$ cat config.mk
export PLATFORM = sky130hd
export DESIGN_NAME = abr_edge_timer
export DESIGN_NICKNAME = d
export VERILOG_FILES = /design/src/rtl/abr_pkg.sv /design/src/rtl/abr_edge_detect.sv /design/src/rtl/abr_ctrl.sv /design/src/rtl/abr_counter.sv /design/src/rtl/abr_edge_timer.sv
export SDC_FILE = /design/constraint.sdc
export NUM_CORES = 1
export LEC_CHECK = 0
export ABC_CLOCK_PERIOD_IN_PS = 2000
export BUFFER_PORTS_ARGS = -buffer_cell sky130_fd_sc_hd__buf_2
export CELL_PAD_IN_SITES_DETAIL_PLACEMENT = 1
export CELL_PAD_IN_SITES_GLOBAL_PLACEMENT = 1
export CORE_ASPECT_RATIO = 0.5
export CORE_MARGIN = 3
export CORE_UTILIZATION = 44
export DETAILED_ROUTE_END_ITERATION = 12
export HOLD_SLACK_MARGIN = 0.03
export PLACE_DENSITY_LB_ADDON = 0.1
export REMOVE_ABC_BUFFERS = 1
export SYNTH_ARGS = -nofsm -noshare
export SYNTH_HDL_FRONTEND = slang
export SYNTH_SLANG_ARGS = --single-unit
$ cat constraint.sdc
create_clock -name clk -period 2 [get_ports clk]
set_input_delay 0.5 -clock clk [delete_from_list [all_inputs] [get_ports clk]]
set_output_delay 0.5 -clock clk [all_outputs]
set_load 0.02 [all_outputs]
$ cat src/rtl/abr_pkg.sv
package abr_pkg;
  // Saturating increment used by the low-time counter.
  function automatic logic [31:0] sat_inc32(input logic [31:0] v, input logic [31:0] max_v);
    return (v >= max_v) ? max_v : v + 32'd1;
  endfunction
endpackage

$ cat src/rtl/abr_edge_detect.sv
module abr_edge_detect (
  input  logic clk,
  input  logic rst_n,
  input  logic rx_i,
  output logic fall_o,
  output logic rise_o
);
  logic rx_q;

  // The line idles high, so the previous sample resets to 1.
  always_ff @(posedge clk or negedge rst_n) begin
    if (!rst_n) rx_q <= 1'b1;
    else        rx_q <= rx_i;
  end

  assign fall_o = rx_q & ~rx_i;
  assign rise_o = ~rx_q & rx_i;
endmodule

$ cat src/rtl/abr_ctrl.sv
module abr_ctrl (
  input  logic clk,
  input  logic rst_n,
  input  logic fall_i,
  input  logic rise_i,
  input  logic arm_we,
  input  logic arm_wd,
  input  logic irq_clr,
  output logic arm_q,
  output logic busy_q,
  output logic irq_q,
  output logic begin_ev,
  output logic done_ev,
  output logic abn_ev
);
  assign begin_ev = ~busy_q & arm_q & fall_i;
  assign done_ev  = busy_q & arm_q & rise_i;
  assign abn_ev   = busy_q & ~arm_q & rise_i;

  always_ff @(posedge clk or negedge rst_n) begin
    if (!rst_n) begin
      arm_q  <= 1'b0;
      busy_q <= 1'b0;
      irq_q  <= 1'b0;
    end else begin
      // Self-clear on normal completion wins over a software write.
      if (done_ev)     arm_q <= 1'b0;
      else if (arm_we) arm_q <= arm_wd;

      if (begin_ev)     busy_q <= 1'b1;
      else if (done_ev) busy_q <= 1'b0;

      if (done_ev || abn_ev) irq_q <= 1'b1;
      else if (irq_clr)      irq_q <= 1'b0;
    end
  end
endmodule

$ cat src/rtl/abr_counter.sv
module abr_counter #(
  parameter int CNT_W = 20
) (
  input  logic             clk,
  input  logic             rst_n,
  input  logic             begin_ev,
  input  logic             busy_i,
  input  logic             done_ev,
  output logic [CNT_W-1:0] run_o,
  output logic [CNT_W-1:0] lat_o
);
  import abr_pkg::*;
  localparam logic [31:0] MAX_V = 32'((64'd1 << CNT_W) - 64'd1);

  logic [CNT_W-1:0] nxt;
  assign nxt = CNT_W'(sat_inc32(32'(run_o), MAX_V));

  always_ff @(posedge clk or negedge rst_n) begin
    if (!rst_n) begin
      run_o <= '0;
      lat_o <= '0;
    end else begin
      if (begin_ev)    run_o <= '0;
      else if (busy_i) run_o <= nxt;
      if (done_ev)     lat_o <= nxt;
    end
  end
endmodule

$ cat src/rtl/abr_edge_timer.sv
module abr_edge_timer #(
  parameter int CNT_W = 20
) (
  input  logic             clk,
  input  logic             rst_n,
  input  logic             rx_i,
  input  logic             arm_we,
  input  logic             arm_wd,
  input  logic             irq_clr,
  output logic             arm_o,
  output logic             busy_o,
  output logic [CNT_W-1:0] count_o,
  output logic             irq_o
);
  logic fall_ev, rise_ev, begin_ev, done_ev, abn_ev;
  logic [CNT_W-1:0] run_cnt;

  abr_edge_detect u_edge (
    .clk(clk), .rst_n(rst_n), .rx_i(rx_i), .fall_o(fall_ev), .rise_o(rise_ev)
  );

  abr_ctrl u_ctrl (
    .clk(clk), .rst_n(rst_n), .fall_i(fall_ev), .rise_i(rise_ev),
    .arm_we(arm_we), .arm_wd(arm_wd), .irq_clr(irq_clr),
    .arm_q(arm_o), .busy_q(busy_o), .irq_q(irq_o),
    .begin_ev(begin_ev), .done_ev(done_ev), .abn_ev(abn_ev)
  );

  abr_counter #(.CNT_W(CNT_W)) u_cnt (
    .clk(clk), .rst_n(rst_n), .begin_ev(begin_ev), .busy_i(busy_o),
    .done_ev(done_ev), .run_o(run_cnt), .lat_o(count_o)
  );
endmodule

# Word level (Yosys, flattened, before mapping)
# Cells that the tools add are included.
[classes] n_addsub=1 n_lt_le_gt_ge=1 n_mux=9 n_bitwise=12 n_reduce_logical=5
[op_table] cell="20-bit two-way mux" n=3
[op_table] cell="20-bit by 1-bit adder with 20-bit output, second input constant" n=1
[op_table] cell="20-bit greater-or-equal comparator, second input constant" n=1
[op_table] cell="1-bit AND" n=8
[op_table] cell="2-bit nonzero test" n=4
[op_table] cell="1-bit two-way mux" n=6
[op_table] cell="1-bit NOT" n=4
[op_table] cell="1-bit logical OR" n=1
[word_totals] regBits=44 input_bits=6 output_inout_bits=23 elab_cells=34

# Logic depth before layout (Yosys ltp)
[logic_depth] word_depth=5 mapped_depth=7

# By module
# From an unflattened synthesis, not the netlist that was laid out.
[hier_totals] cells_unflattened=248 area_unflattened_um2=2393.5
[modules_own_cells] mod="abr_counter" instances=1 cells_each=231 area_per_inst_um2=2219.6 seq_area_each_um2=1001.0
[modules_own_cells] mod="abr_ctrl" instances=1 cells_each=14 area_per_inst_um2=132.6 seq_area_each_um2=75.1
[modules_own_cells] mod="abr_edge_detect" instances=1 cells_each=3 area_per_inst_um2=41.3 seq_area_each_um2=26.3

# Least setup slack after synthesis
# Ideal clock, no wire load.
[synth_timing] path_kind="reg-to-reg" startpoint="register u_cnt.run_o[0]" endpoint="register u_cnt.run_o[16]" setup_time_ns=0.133 arrival_time_ns=1.499 required_ns=1.867 setup_slack_ns=0.368 stages_incl_launch_ff=7 n_path_buf=1 period_less_slack_ns=1.632 cell_sequence="dfrtp_1 -> ha_1 -> and3_1 -> nand3_2 -> buf_2 -> o31ai_1 -> a21oi_1"
[synth_between] elab_chain_cells=4 elab_cells_between_ends=5
[synth_lines] item="start, declared" line_no="abr_counter.sv:9" text="output logic [CNT_W-1:0] run_o,"
[synth_lines] item="start signal, assigned" line_no="abr_counter.sv:24" text="else if (busy_i) run_o <= nxt;"
[synth_lines] item="20-bit by 1-bit adder with 20-bit output / 20-bit greater-or-equal comparator (equally long branches)" line_no="abr_pkg.sv:4" text="return (v >= max_v) ? max_v : v + 32'd1;"
[synth_lines] item="20-bit two-way mux (*)" line_no="abr_pkg.sv:4"
[synth_lines] item="20-bit two-way mux (*)" line_no="abr_counter.sv:24"
[synth_lines] item="20-bit two-way mux (*)" line_no="abr_counter.sv:23" text="if (begin_ev) run_o <= '0;"
# Every way passes the cells marked *; elsewhere a longest branch is shown, timed or not. The select of a mux whose other input is x is not followed.
# A chain may end at the register's enable or synchronous reset.

# Worst setup path in the final report
[layout_timing] startpoint="register u_cnt.run_o[0]" endpoint="register u_cnt.run_o[11]"
# The elaborated chain is that of the path after synthesis.

==> summary.md <==
| Metric | Value |
|---|---|
| Count of hold buffers inserted by post-cts repair | `0` |
| Kind of start point of the critical path | `register` |
| Syn_area_per_cell | `9.47 um^2` |
| DPL Wire Length | `4920 um` |
| Number of distinct library cell variants in the gate-level netlist after synthesis | `57` |
| Number of DRC markers in iteration 0 | `182` |
| Total gr overflow | `0` |
| Post-synth EDFFs | `0` |
| Crit Path Class | `register to register` |
| TritonCTS Buffers | `5` |
| Height of the chip | `58.5 um` |
| Final number of hold-violating endpoints | `0` |
| Post-synth design cell area | `2420 um^2` |
| Worst-case setup margin in the final layout | `131 ps` |
| Share of the yosys chip area belonging to registers | `45.5%` |
| Clk Tree Root Cell | `clkbuf_8` |
| Result of the run | `finished clean` |
| RSZ-0062 raised after global routing | `no` |
| Number of antenna repair diodes | `0` |
| Die width | `111 um` |
| Setup TNS | `0 ps` |
| Area of the core | `5110 um^2` |
| Total detailed-routing wirelength | `7060 um` |
| TritonCTS clock tree | `yes` |
| Time the final worst path needs with I/O delays and setup | `1870 ps` |
| Highest achievable clock rate | `0.535 GHz` |
| Number of pins with negative max-slew slack in the final report | `0` |
| Yosys synthesis warning count | `0` |
| Worst slew pin tran | `526 ps` |
| Remaining DRCs | `0` |
| Die outline area | `6490 um^2` |
| Detailed-route wire length per cell | `19.9 um` |
| Tot GR Track Use | `22.7%` |
| Worst hold-check path type | `input port to asynchronous set/reset pin` |
| Vias in the first global route | `2,198` |
| Leakage power | `0.00120 uW` |
| Number of routed nets with antenna violations | `0` |
| Pin count of the biggest net entering global routing | `26` |
| Number of iterations in the first detailed-routing pass | `4` |
| Final Cycle Share | `93.4%` |
| Avg Vias per Cell | `6.19` |
| Clock tree sinks | `44` |
| Vias | `2,198` |
| Commonest register cell after synthesis | `dfrtp_1` |
| Crit-path max FO | `12` |
| Crit path depth | `6` |
| Slew HR | `64.8%` |
| Ratio of cells with drive above 1 in the final layout | `23.5%` |
| Initial Util | `47.4%` |
| Setup Skew | `9.81 ps` |
| Category of cells accounting for the largest share of critical-path delay | `flip-flops` |
| Clock insertion delay at the later pin of the skew report | `290 ps` |
| Placement row count | `18` |
| Filler Cell Count | `610` |
| Cell Chain, Critical Path | `ha_2 > and3_1 > nand3_2 > buf_4 > o22ai_1 > a22o_1` |
| Share of flip-flops with an asynchronous set or reset | `100%` |
| Initial antenna violation count | `0` |
| Global-route wire length before repair | `11,600 um` |
| Type of destination of the critical path | `register` |
| Last weighted congestion value of the routability-driven placer | `0.857` |
| Number of nets in the layout | `291` |
| Maximum count of clock buffers along a single path | `2` |
| Register bit count reported by yosys | `44` |
| Max-capacitance violation count | `0` |
| Number of failing setup endpoints in the final timing report | `0` |
| Clock transition at the register clock pins on the worst setup and hold paths after CTS | `90 ps` |
| Final Total Pwr | `3320 uW` |
| Number of H-tree levels | `2` |
| I/O Pins | `29` |
| Critical path data arrival time | `2110 ps` |
| Dpl ws | `115 ps` |
| Cells after Synth | `256` |
| CP peak stage delay | `480 ps` |
| VDD IR-drop max | `0.611 mV` |
| Crit path required time | `2240 ps` |
| Area delta synth->final | `14.4%` |
| Power density relative to cell area | `1200 nW/um^2` |
| IO buf count | `28` |
| R2R setup slack | `130 ps` |
| Cell count of the worst reg-to-reg path | `6` |
| CP Buf/Inv Count | `1` |
| Slowest stage cell on the critical path | `dfrtp_1` |
-- metal layers --
layer	track usage (%)	share of wire [%]	vias to the layer above
met5	0	0	-
li1	-	-	1012
met3	4.31	5.9	4
met2	36.0	45	56
met4	3.51	0.50	0
met1	33.3	49	1126
-- power by group --
part	switching [uW]	internal, uW	total (uW)
clock network	304	282	586
registers	185	1160	1340
logic	864	531	1390
total	1350	1970	3320
-- worst reg2reg max path, cell delays in order (launching register included) --
cell and delay [ps]:
dfrtp_1 480, ha_2 280, and3_1 280, nand3_2 160, buf_4 220, o22ai_1 210
a22o_1 180
-- cell families after synthesis --
group / share of synthesized area [%]
buffers and inverters: 5.78
xor gates and xnor gates: 3.25
DFF: 45.5
AOI/OAI and AO/OA: 24.9
and+or+nand+nor: 19.2
adders and majority gates: 0.516
muxes: 0.878
-- cell usage after synthesis (2+ instances only) --
master / instances / area [um^2]
dfrtp_1: 43 / 1080
nor2_1: 22 / 82.6
a21oi_1: 16 / 80.1
nand2_1: 15 / 56.3
o21ai_0: 15 / 75.1
a22o_1: 12 / 105
buf_2: 12 / 60.1
nand3_1: 10 / 50.1
o22ai_1: 10 / 62.6
a21o_1: 8 / 60.1
a31oi_1: 7 / 43.8
and3_1: 6 / 37.5
nand4_1: 6 / 37.5
inv_1: 5 / 18.8
xor2_1: 5 / 43.8
buf_1: 4 / 15.0
clkbuf_1: 4 / 15.0
or3_1: 4 / 25.0
xnor2_1: 4 / 35.0
nor4_1: 3 / 18.8
o211ai_1: 3 / 22.5
o31ai_1: 3 / 22.5
and4_1: 2 / 17.5
buf_4: 2 / 15.0
nor3_1: 2 / 10.0
o41ai_1: 2 / 17.5
-- flip-flops by register name (all words and copies together), names as in the netlist --
register       cells
u_cnt.lat_o       20
u_cnt.run_o       20
u_ctrl.irq_q       1
u_edge.rx_q        1
u_ctrl.arm_q       1
u_ctrl.busy_q      1
-- per-stage QoR --
stage	util (%)	cells	area (um^2)	hold slack, ps
after CTS	53.7	353	2750	181
final	54.2	355	2770	165
after global routing	54.2	355	2770	192
after floorplan	-	232	2300	204
after detailed placement	51.9	345	2660	490
after global placement	51.9	345	2660	471
-- final timing paths --
path / startpoint / to
setup / recovery: u_cnt.run_o[0] / u_cnt.run_o[11]
hold / removal: rst_n / u_cnt.lat_o[4]
setup reg to reg: u_cnt.run_o[0] / u_cnt.run_o[11]
hold reg to reg: u_cnt.lat_o[18] / u_cnt.lat_o[18]
max in group asynchronous: rst_n / u_edge.rx_q
min in group clk: rx_i / u_edge.rx_q
-- final cells by class --
class,count,area [um^2],share of cell area (%)
repair buffers,45,280,10.1
inverters,5,18.8,0.677
clock buffers,8,90.1,3.25
multi-input cells,183,1190,43.1
flip-flops and latches,44,1100,39.8
well taps,70,87.6,3.16
-- placed cells by master (no fill, tap or decap), drive strengths merged, types with 2 or more instances in the layout --
cell / count
buf: 45
dfrtp: 43
nor2: 22
a21oi: 17
nand2: 15
o21ai: 15
a22o: 12
nand3: 11
o22ai: 10
a21o: 8
a31oi: 8
and3: 8
nand4: 8
clkbuf: 8
inv: 5
xor2: 5
xnor2: 4
nor4: 4
or3: 4
o211ai: 3
o31ai: 3
and4: 2
o41ai: 2
nor3: 2
or2: 2
a41oi: 2
-- repair_timing --
action / 4_1_cts / 5_1_grt
resized for setup: 0 / 3
endpoints found under the setup margin: 0 / 5
buffers inserted: 0 / 2
Note: power is estimated with default switching activity, not from simulation.
